==> src/rtl/tcc_pkg.sv <==
package tcc_pkg;

   typedef enum logic [1:0] {
      CAL_DFLT   = 2'b00,
      CAL_ONE    = 2'b01,
      CAL_TWO    = 2'b10,
      CAL_DFLT_B = 2'b11
   } cal_mode_e;

   typedef enum logic [1:0] {
      ST_IDLE = 2'b00,
      ST_CALC = 2'b01,
      ST_DIV  = 2'b10
   } conv_state_e;

   localparam logic DIR_T2C = 1'b0;
   localparam logic DIR_C2T = 1'b1;

endpackage

==> src/rtl/tcc_trim_resolve.sv <==
module tcc_trim_resolve #(
   parameter int CODE_W   = 8,
   parameter int TRIM_W   = 32,
   parameter int HI_SHIFT = 8
) (
   input  logic              clk,
   input  logic              rst_n,
   input  logic              load,
   input  logic [TRIM_W-1:0] trim_word,
   input  logic [TRIM_W-1:0] fallback_word,
   input  logic [CODE_W-1:0] ref_min,
   input  logic [CODE_W-1:0] ref_max,
   output logic [CODE_W-1:0] ref_lo,
   output logic [CODE_W-1:0] ref_hi
);

   if (HI_SHIFT + CODE_W > TRIM_W) begin : g_bad_shift
      $error("tcc_trim_resolve: high reference field exceeds trim word");
   end
   if (HI_SHIFT < CODE_W) begin : g_bad_overlap
      $error("tcc_trim_resolve: reference fields overlap");
   end

   logic [CODE_W-1:0] raw_lo, raw_hi, fb_lo, fb_hi;
   logic              lo_bad, hi_bad;

   assign raw_lo = trim_word[CODE_W-1:0];
   assign raw_hi = trim_word[HI_SHIFT +: CODE_W];
   assign fb_lo  = fallback_word[CODE_W-1:0];
   assign fb_hi  = fallback_word[HI_SHIFT +: CODE_W];

   assign lo_bad = (raw_lo == '0) || (raw_lo < ref_min) || (raw_lo > ref_max);
   assign hi_bad = (raw_hi == '0);

   always_ff @(posedge clk or negedge rst_n) begin
      if (!rst_n) begin
         ref_lo <= '0;
         ref_hi <= '0;
      end else if (load) begin
         ref_lo <= lo_bad ? fb_lo : raw_lo;
         ref_hi <= hi_bad ? fb_hi : raw_hi;
      end
   end

   // a plausible low reference is taken as is
   a_r7_lo_kept: assert property (@(posedge clk) disable iff (!rst_n)
      (load && raw_lo != '0 && raw_lo >= ref_min && raw_lo <= ref_max)
         |=> ref_lo == $past(raw_lo));

   // a nonzero substitute guarantees a nonzero high reference
   a_r8_hi_nonzero: assert property (@(posedge clk) disable iff (!rst_n)
      (load && fb_hi != '0) |=> ref_hi != '0);

endmodule

==> src/rtl/tcc_sdiv.sv <==
module tcc_sdiv #(
   parameter int W = 18
) (
   input  logic                clk,
   input  logic                rst_n,
   input  logic                start,
   input  logic signed [W-1:0] num,
   input  logic signed [W-1:0] den,
   output logic                busy,
   output logic                done,
   output logic signed [W-1:0] quo
);

   localparam int CNT_W = $clog2(W + 1);

   if (W < 4) begin : g_bad_w
      $error("tcc_sdiv: width too small");
   end

   logic [W:0]       rem, rem_sh, rem_nx;
   logic [W-1:0]     qr, dvs, q_nx, mag_n, mag_d;
   logic             neg, ge;
   logic [CNT_W-1:0] cnt;

   assign mag_n  = num[W-1] ? unsigned'(-num) : unsigned'(num);
   assign mag_d  = den[W-1] ? unsigned'(-den) : unsigned'(den);
   assign rem_sh = {rem[W-1:0], qr[W-1]};
   assign ge     = rem_sh >= {1'b0, dvs};
   assign rem_nx = ge ? rem_sh - {1'b0, dvs} : rem_sh;
   assign q_nx   = {qr[W-2:0], ge};

   always_ff @(posedge clk or negedge rst_n) begin
      if (!rst_n) begin
         rem  <= '0;
         qr   <= '0;
         dvs  <= '0;
         neg  <= 1'b0;
         cnt  <= '0;
         busy <= 1'b0;
         done <= 1'b0;
         quo  <= '0;
      end else begin
         done <= 1'b0;
         if (start) begin
            rem  <= '0;
            qr   <= mag_n;
            dvs  <= mag_d;
            neg  <= num[W-1] ^ den[W-1];
            cnt  <= CNT_W'(W);
            busy <= 1'b1;
         end else if (busy) begin
            rem <= rem_nx;
            qr  <= q_nx;
            cnt <= cnt - 1'b1;
            if (cnt == CNT_W'(1)) begin
               busy <= 1'b0;
               done <= 1'b1;
               quo  <= neg ? -signed'(q_nx) : signed'(q_nx);
            end
         end
      end
   end

   // the final remainder is smaller than the divisor magnitude
   a_r5_rem_below_divisor: assert property (@(posedge clk) disable iff (!rst_n)
      done |-> rem < {1'b0, dvs});

   // a new division never starts on top of a running one
   a_r6_start_when_idle: assert property (@(posedge clk) disable iff (!rst_n)
      start |-> !busy);

endmodule

==> src/rtl/tcc_converter.sv <==
module tcc_converter
   import tcc_pkg::*;
#(
   parameter int CODE_W      = 8,
   parameter int TRIM_W      = 32,
   parameter int HI_SHIFT    = 8,
   parameter int ARITH_W     = 18,
   parameter int RES_W       = 16,
   parameter bit RANGE_CHECK = 1'b1,
   parameter int CODE_LO     = 75,
   parameter int CODE_HI     = 175
) (
   input  logic                    clk,
   input  logic                    rst_n,
   input  logic [1:0]              cal_mode,
   input  logic [CODE_W-1:0]       cal_t_lo,
   input  logic [CODE_W-1:0]       cal_t_hi,
   input  logic [CODE_W-1:0]       dflt_offset,
   input  logic                    range_chk_en,
   input  logic                    trim_load,
   input  logic [TRIM_W-1:0]       trim_word,
   input  logic [TRIM_W-1:0]       fallback_word,
   input  logic [CODE_W-1:0]       ref_min,
   input  logic [CODE_W-1:0]       ref_max,
   input  logic                    req_valid,
   output logic                    req_ready,
   input  logic                    req_dir,
   input  logic [CODE_W-1:0]       req_operand,
   output logic                    rsp_done,
   output logic                    rsp_err,
   output logic signed [RES_W-1:0] rsp_value
);

   localparam int PAD_W = ARITH_W - CODE_W;

   if (ARITH_W < 2 * (CODE_W + 1)) begin : g_bad_arith
      $error("tcc_converter: ARITH_W too small for the product");
   end
   if (RES_W > ARITH_W || RES_W < CODE_W + 2) begin : g_bad_res
      $error("tcc_converter: RES_W out of range");
   end
   if (CODE_HI >= (1 << CODE_W) || CODE_LO > CODE_HI) begin : g_bad_window
      $error("tcc_converter: code window out of range");
   end

   function automatic logic signed [ARITH_W-1:0] zx(input logic [CODE_W-1:0] v);
      return $signed({{PAD_W{1'b0}}, v});
   endfunction

   conv_state_e              state;
   cal_mode_e                mode;
   logic [CODE_W-1:0]        op_q, ref_lo, ref_hi;
   logic                     dir_q;
   logic signed [ARITH_W-1:0] op_s, e1_s, e2_s, t1_s, t2_s, off_s;
   logic signed [ARITH_W-1:0] direct_v, num_v, den_v, add_v, add_q, sum_v, div_quo;
   logic                     is_two, range_bad, div_start, div_busy, div_done;

   assign mode      = cal_mode_e'(cal_mode);
   assign req_ready = (state == ST_IDLE);

   tcc_trim_resolve #(
      .CODE_W  (CODE_W),
      .TRIM_W  (TRIM_W),
      .HI_SHIFT(HI_SHIFT)
   ) i_resolve (
      .clk          (clk),
      .rst_n        (rst_n),
      .load         (trim_load),
      .trim_word    (trim_word),
      .fallback_word(fallback_word),
      .ref_min      (ref_min),
      .ref_max      (ref_max),
      .ref_lo       (ref_lo),
      .ref_hi       (ref_hi)
   );

   assign op_s  = zx(op_q);
   assign e1_s  = zx(ref_lo);
   assign e2_s  = zx(ref_hi);
   assign t1_s  = zx(cal_t_lo);
   assign t2_s  = zx(cal_t_hi);
   assign off_s = zx(dflt_offset);

   if (RANGE_CHECK) begin : g_range
      assign range_bad = range_chk_en && (dir_q == DIR_C2T) &&
                         ((op_q < CODE_W'(CODE_LO)) || (op_q > CODE_W'(CODE_HI)));
   end else begin : g_no_range
      logic unused_range_en;
      assign unused_range_en = range_chk_en;
      assign range_bad       = 1'b0;
   end

   always_comb begin
      is_two   = 1'b0;
      direct_v = '0;
      case (mode)
         CAL_ONE: direct_v = (dir_q == DIR_C2T) ? op_s - e1_s + t1_s
                                                : op_s + e1_s - t1_s;
         CAL_TWO: is_two   = 1'b1;
         default: direct_v = (dir_q == DIR_C2T) ? op_s - off_s : op_s + off_s;
      endcase
   end

   always_comb begin
      if (dir_q == DIR_C2T) begin
         num_v = (op_s - e1_s) * (t2_s - t1_s);
         den_v = e2_s - e1_s;
         add_v = t1_s;
      end else begin
         num_v = (op_s - t1_s) * (e2_s - e1_s);
         den_v = t2_s - t1_s;
         add_v = e1_s;
      end
   end

   assign div_start = (state == ST_CALC) && !range_bad && is_two && (den_v != '0);
   assign sum_v     = div_quo + add_q;

   tcc_sdiv #(
      .W(ARITH_W)
   ) i_div (
      .clk  (clk),
      .rst_n(rst_n),
      .start(div_start),
      .num  (num_v),
      .den  (den_v),
      .busy (div_busy),
      .done (div_done),
      .quo  (div_quo)
   );

   always_ff @(posedge clk or negedge rst_n) begin
      if (!rst_n) begin
         state     <= ST_IDLE;
         op_q      <= '0;
         dir_q     <= 1'b0;
         add_q     <= '0;
         rsp_done  <= 1'b0;
         rsp_err   <= 1'b0;
         rsp_value <= '0;
      end else begin
         rsp_done <= 1'b0;
         case (state)
            ST_IDLE: begin
               if (req_valid) begin
                  op_q  <= req_operand;
                  dir_q <= req_dir;
                  state <= ST_CALC;
               end
            end
            ST_CALC: begin
               if (range_bad || (is_two && den_v == '0)) begin
                  rsp_done  <= 1'b1;
                  rsp_err   <= 1'b1;
                  rsp_value <= '0;
                  state     <= ST_IDLE;
               end else if (is_two) begin
                  add_q <= add_v;
                  state <= ST_DIV;
               end else begin
                  rsp_done  <= 1'b1;
                  rsp_err   <= 1'b0;
                  rsp_value <= direct_v[RES_W-1:0];
                  state     <= ST_IDLE;
               end
            end
            ST_DIV: begin
               if (div_done) begin
                  rsp_done  <= 1'b1;
                  rsp_err   <= 1'b0;
                  rsp_value <= sum_v[RES_W-1:0];
                  state     <= ST_IDLE;
               end
            end
            default: state <= ST_IDLE;
         endcase
      end
   end

   // acceptance closes the handshake for the next cycle
   a_r2_ready_drops: assert property (@(posedge clk) disable iff (!rst_n)
      (req_valid && req_ready) |=> !req_ready);

   // done is a single-cycle strobe
   a_r2_done_single: assert property (@(posedge clk) disable iff (!rst_n)
      rsp_done |=> !rsp_done);

   // a result only follows a busy cycle
   a_r2_done_after_busy: assert property (@(posedge clk) disable iff (!rst_n)
      rsp_done |-> $past(!req_ready));

   // an error result carries a zero value
   a_r10_err_value_zero: assert property (@(posedge clk) disable iff (!rst_n)
      (rsp_done && rsp_err) |-> rsp_value == '0);

   // the divider only reports while a two-point request waits on it
   a_r5_div_done_in_wait: assert property (@(posedge clk) disable iff (!rst_n)
      div_done |-> (state == ST_DIV && !div_busy));

endmodule

==> config.mk <==
export PLATFORM = sky130hd
export DESIGN_NAME = tcc_converter
export DESIGN_NICKNAME = d
export VERILOG_FILES = /design/src/rtl/tcc_pkg.sv /design/src/rtl/tcc_trim_resolve.sv /design/src/rtl/tcc_sdiv.sv /design/src/rtl/tcc_converter.sv
export SDC_FILE = /design/constraint.sdc
export NUM_CORES = 1
export LEC_CHECK = 0
export BUFFER_PORTS_ARGS = -buffer_cell sky130_fd_sc_hd__buf_2
export CAP_MARGIN = 5
export CORE_MARGIN = 1.5
export CORE_UTILIZATION = 55
export CTS_CLUSTER_SIZE = 8
export DETAILED_ROUTE_END_ITERATION = 8
export PLACE_DENSITY_LB_ADDON = 0.12
export SLEW_MARGIN = 20
export SYNTH_ARGS = -nofsm -noshare
export SYNTH_HDL_FRONTEND = slang
export SYNTH_SLANG_ARGS = --single-unit
==> constraint.sdc <==
create_clock -name clk -period 8.5 [get_ports clk]
set_input_delay 1.7 -clock clk [delete_from_list [all_inputs] [get_ports clk]]
set_output_delay 1.7 -clock clk [all_outputs]
set_load 0.01 [all_outputs]
==> summary.md <==
| Metric | Value |
|---|---|
| Simple-gate share of the synthesized area | `0.129` |
| F_max | `122 MHz` |
| Final Critical Period | `8180 ps` |
| DRT iter0 DRCs | `1005` |
| Antenna cell count | `0` |
| Initial Util | `0.560` |
| Syn avg cell area | `8.71 sq um` |
| Max-cap check violation count | `0` |
| I/O pin count | `139` |
| Storage cell area | `3280 sq um` |
| Final cell count without fillers | `2651` |
| Post-synthesis compound-gate area fraction | `0.169` |
| Total grt overflow | `0` |
| Routed vias/inst | `5.67` |
| Reg clk slew, reported paths | `60 ps` |
| Synthesized Nets | `2498` |
| Initial antenna violation count | `2` |
| Crit path max-delay cell type | `fa_1` |
| Setup slack of the most critical reg-to-reg path | `560 ps` |
| Main combinational cell family by area after synthesis | `adder cells` |
| Netlist cell types | `79` |
| Yosys warnings | `0` |
| CP Max Fanout | `7` |
| Worst path required time | `8800 ps` |
| Worst clock skew | `12.6 ps` |
| Vias in the first global route | `15300` |
| Final hold vios | `0` |
| Seq/Total Area, Yosys | `0.186` |
| Pins Over Slew Limit | `0` |
| Routed Antenna Nets | `0` |
| Wire length per cell | `18.4 um` |
| Via count | `15000` |
| First-pass GRT wire length | `79000 um` |
| CTS tree | `done` |
| Post-DP HPWL | `39700 um` |
| Largest net degree at the start of global routing | `80` |
| DP Cell Count | `2616` |
| RR Startpoint | `op_q[0]` |
| Layout cells sized above 1 | `0.151` |
| Max Root-Sink Buffers | `2` |
| Drt first pass iters | `5` |
| R2R cell count | `29` |
| Die Wd | `182 um` |
| Mapped cell area | `17700 sq um` |
| Primary FF master, synth | `dfrtp_1` |
| Post-route DRC | `0` |
| Startpoint Class | `primary input` |
| RSZ-0062 raised after global routing | `false` |
| Post-Synth XOR/XNOR Area | `0.0663` |
| Period utilization | `0.963` |
| Yosys reg bits | `131` |
| Hold endpoint | `i_div.dvs[7]` |
| Rel. slew slack | `0.298` |
| Adder-cell area share of the yosys netlist | `0.316` |
| Chip Height | `182 um` |
| Reg2reg end | `i_div.qr[16]` |
| Multi-input combinational cell area | `13100 sq um` |
| Routed WL | `48700 um` |
| Die footprint | `33200 sq um` |
| Fillers | `2781` |
| Crit Path Class | `primary input to flop` |
| PortBufs | `106` |
| Hold Crit Class | `flop to flop` |
| Number of H-tree levels | `4` |
| Critical path capture point type | `flop` |
| Synth Instances | `2027` |
| Worst Path Arrival | `8480 ps` |
| Row count | `65` |
| Setup violators final | `0` |
| Min-delay src | `i_div.dvs[7]` |
| Hold depth | `2` |
| NumNets Final | `2707` |
| Clock sinks | `131` |
| Area growth syn-to-layout | `14.4%` |
| Clk_lat worst skew | `440 ps` |
| Root buf cell | `clkbuf_16` |
| GRT Util Overall | `0.305` |
| Worst-Margin Slew | `1020 ps` |
| Gpl congestion | `0.919` |
| Asr flop ratio synth | `1.00` |
| Core area | `31600 sq um` |
| Crit-path max cell delay | `530 ps` |
| Post-synth EDFFs | `0` |
| TritonCTS buffer count | `17` |
| Post-synthesis mux area share | `0.0560` |
| Status | `complete, no violations` |
==> layer usage <==
metal  vias up  part of all wire  global-route usage
met5         -           0.00031                   0
met4         2             0.032               0.104
met3        86             0.058              0.0467
met2       422              0.48               0.527
met1      7279              0.43               0.390
li1       7246                 -                   -
==> worst max-delay path, delay by kind of cell <==
family                     cells  cell delay [ps]
AOI/OAI and AO/OA             13             2250
xor gates and xnor gates       3              450
adders and majority gates      7             2940
buffers and inverters         10              990
and+or+nand+nor                1              130
==> cells in the mapped netlist (all sizes together) (7+ instances only) <==
| cell | number | area share |
|---|---|---|
| inv | 298 | 0.063 |
| ha | 192 | 0.14 |
| nor2 | 178 | 0.038 |
| fa | 159 | 0.18 |
| nand2 | 138 | 0.029 |
| dfrtp | 131 | 0.19 |
| o21ai | 129 | 0.037 |
| a21oi | 122 | 0.035 |
| xnor2 | 81 | 0.040 |
| mux2i | 56 | 0.032 |
| xor2 | 50 | 0.025 |
| a21o | 44 | 0.019 |
| clkbuf | 43 | 0.0091 |
| mux2 | 38 | 0.024 |
| nor2b | 35 | 0.012 |
| nor3 | 31 | 0.0091 |
| a211oi | 29 | 0.012 |
| nand2b | 25 | 0.0089 |
| o21a | 20 | 0.0085 |
| o31ai | 19 | 0.0084 |
| buf | 17 | 0.0051 |
| o21bai | 16 | 0.0074 |
| nand3 | 15 | 0.0043 |
| and3 | 13 | 0.0046 |
| and2 | 12 | 0.0043 |
| a31oi | 10 | 0.0035 |
| a21boi | 9 | 0.0038 |
| nor4 | 9 | 0.0035 |
| or2 | 9 | 0.0032 |
| or3 | 9 | 0.0032 |
| a22oi | 8 | 0.0034 |
| o22a | 7 | 0.0035 |
==> per-stage QoR <==
stage                util  cell area [sq um]  hold WS, ps  setup TNS, ps  worst slack (ps)
floorplan               -              17700          450              0              18.3
global placement    0.618              19500          464          -1990              -210
detailed placement  0.618              19500          473          -2170              -194
CTS                 0.637              20100          488              0               227
global route        0.640              20200          516              0              2.29
finish              0.640              20200          483              0               319
==> cells in the final DEF, fill, tap and decap left out, drive strengths merged, types with 38 or more instances in the layout <==
master	instances
mux2	38
dfrtp	131
nand2	138
o21ai	129
a21o	45
a21oi	122
ha	192
inv	302
xnor2	81
fa	159
mux2i	56
buf	249
nor2	178
xor2	50
==> worst max path at each step <==
| stage | to | slack, ps | cells past startpoint | start |
|---|---|---|---|---|
| floorplan | i_div.qr[5] | 20 | 29 | cal_t_hi[0] |
| global placement | i_div.qr[16] | -210 | 29 | cal_t_hi[0] |
| detailed placement | i_div.qr[16] | -190 | 30 | cal_t_hi[0] |
| CTS | i_div.qr[16] | 230 | 29 | cal_t_hi[0] |
| global route | i_div.qr[17] | 2 | 34 | cal_t_lo[1] |
| finish | i_div.qr[16] | 320 | 34 | cal_t_lo[1] |
==> sequential cells by signal, indices dropped and copies added, names as in the netlist, 2 cells and up <==
register and flops:
i_div.dvs 18, i_div.cnt 5, i_div.qr 18, rsp_value 16, i_resolve.ref_lo 8, i_resolve.ref_hi 8
state 2, i_div.rem 18, op_q 8, i_div.quo 16, add_q 8
==> final cells by class <==
| type | count | share of cell area |
|---|---|---|
| multi-input cells | 1539 | 0.647 |
| inverters | 298 | 0.0554 |
| clock inverters | 13 | 0.00750 |
| clock buffers | 19 | 0.0219 |
| well taps | 402 | 0.0249 |
| flip-flops and latches | 131 | 0.162 |
| repair buffers | 249 | 0.0804 |
==> timing repair <==
item,4_1_cts,5_1_grt
setup endpoints to repair,0,17
hold buffers,0,0
buffers inserted,0,2
gates resized for setup,0,14
endpoints found under the hold margin,0,0
==> cells by family after synthesis <==
group,Yosys count
buf+inv,358
flops,131
mux,94
xor+xnor,132
compound gates,468
simple gates,493
fa+ha+maj,351
Power is not shown: default switching activity piles up to over one toggle a cycle in this logic, so the estimate is an artifact.
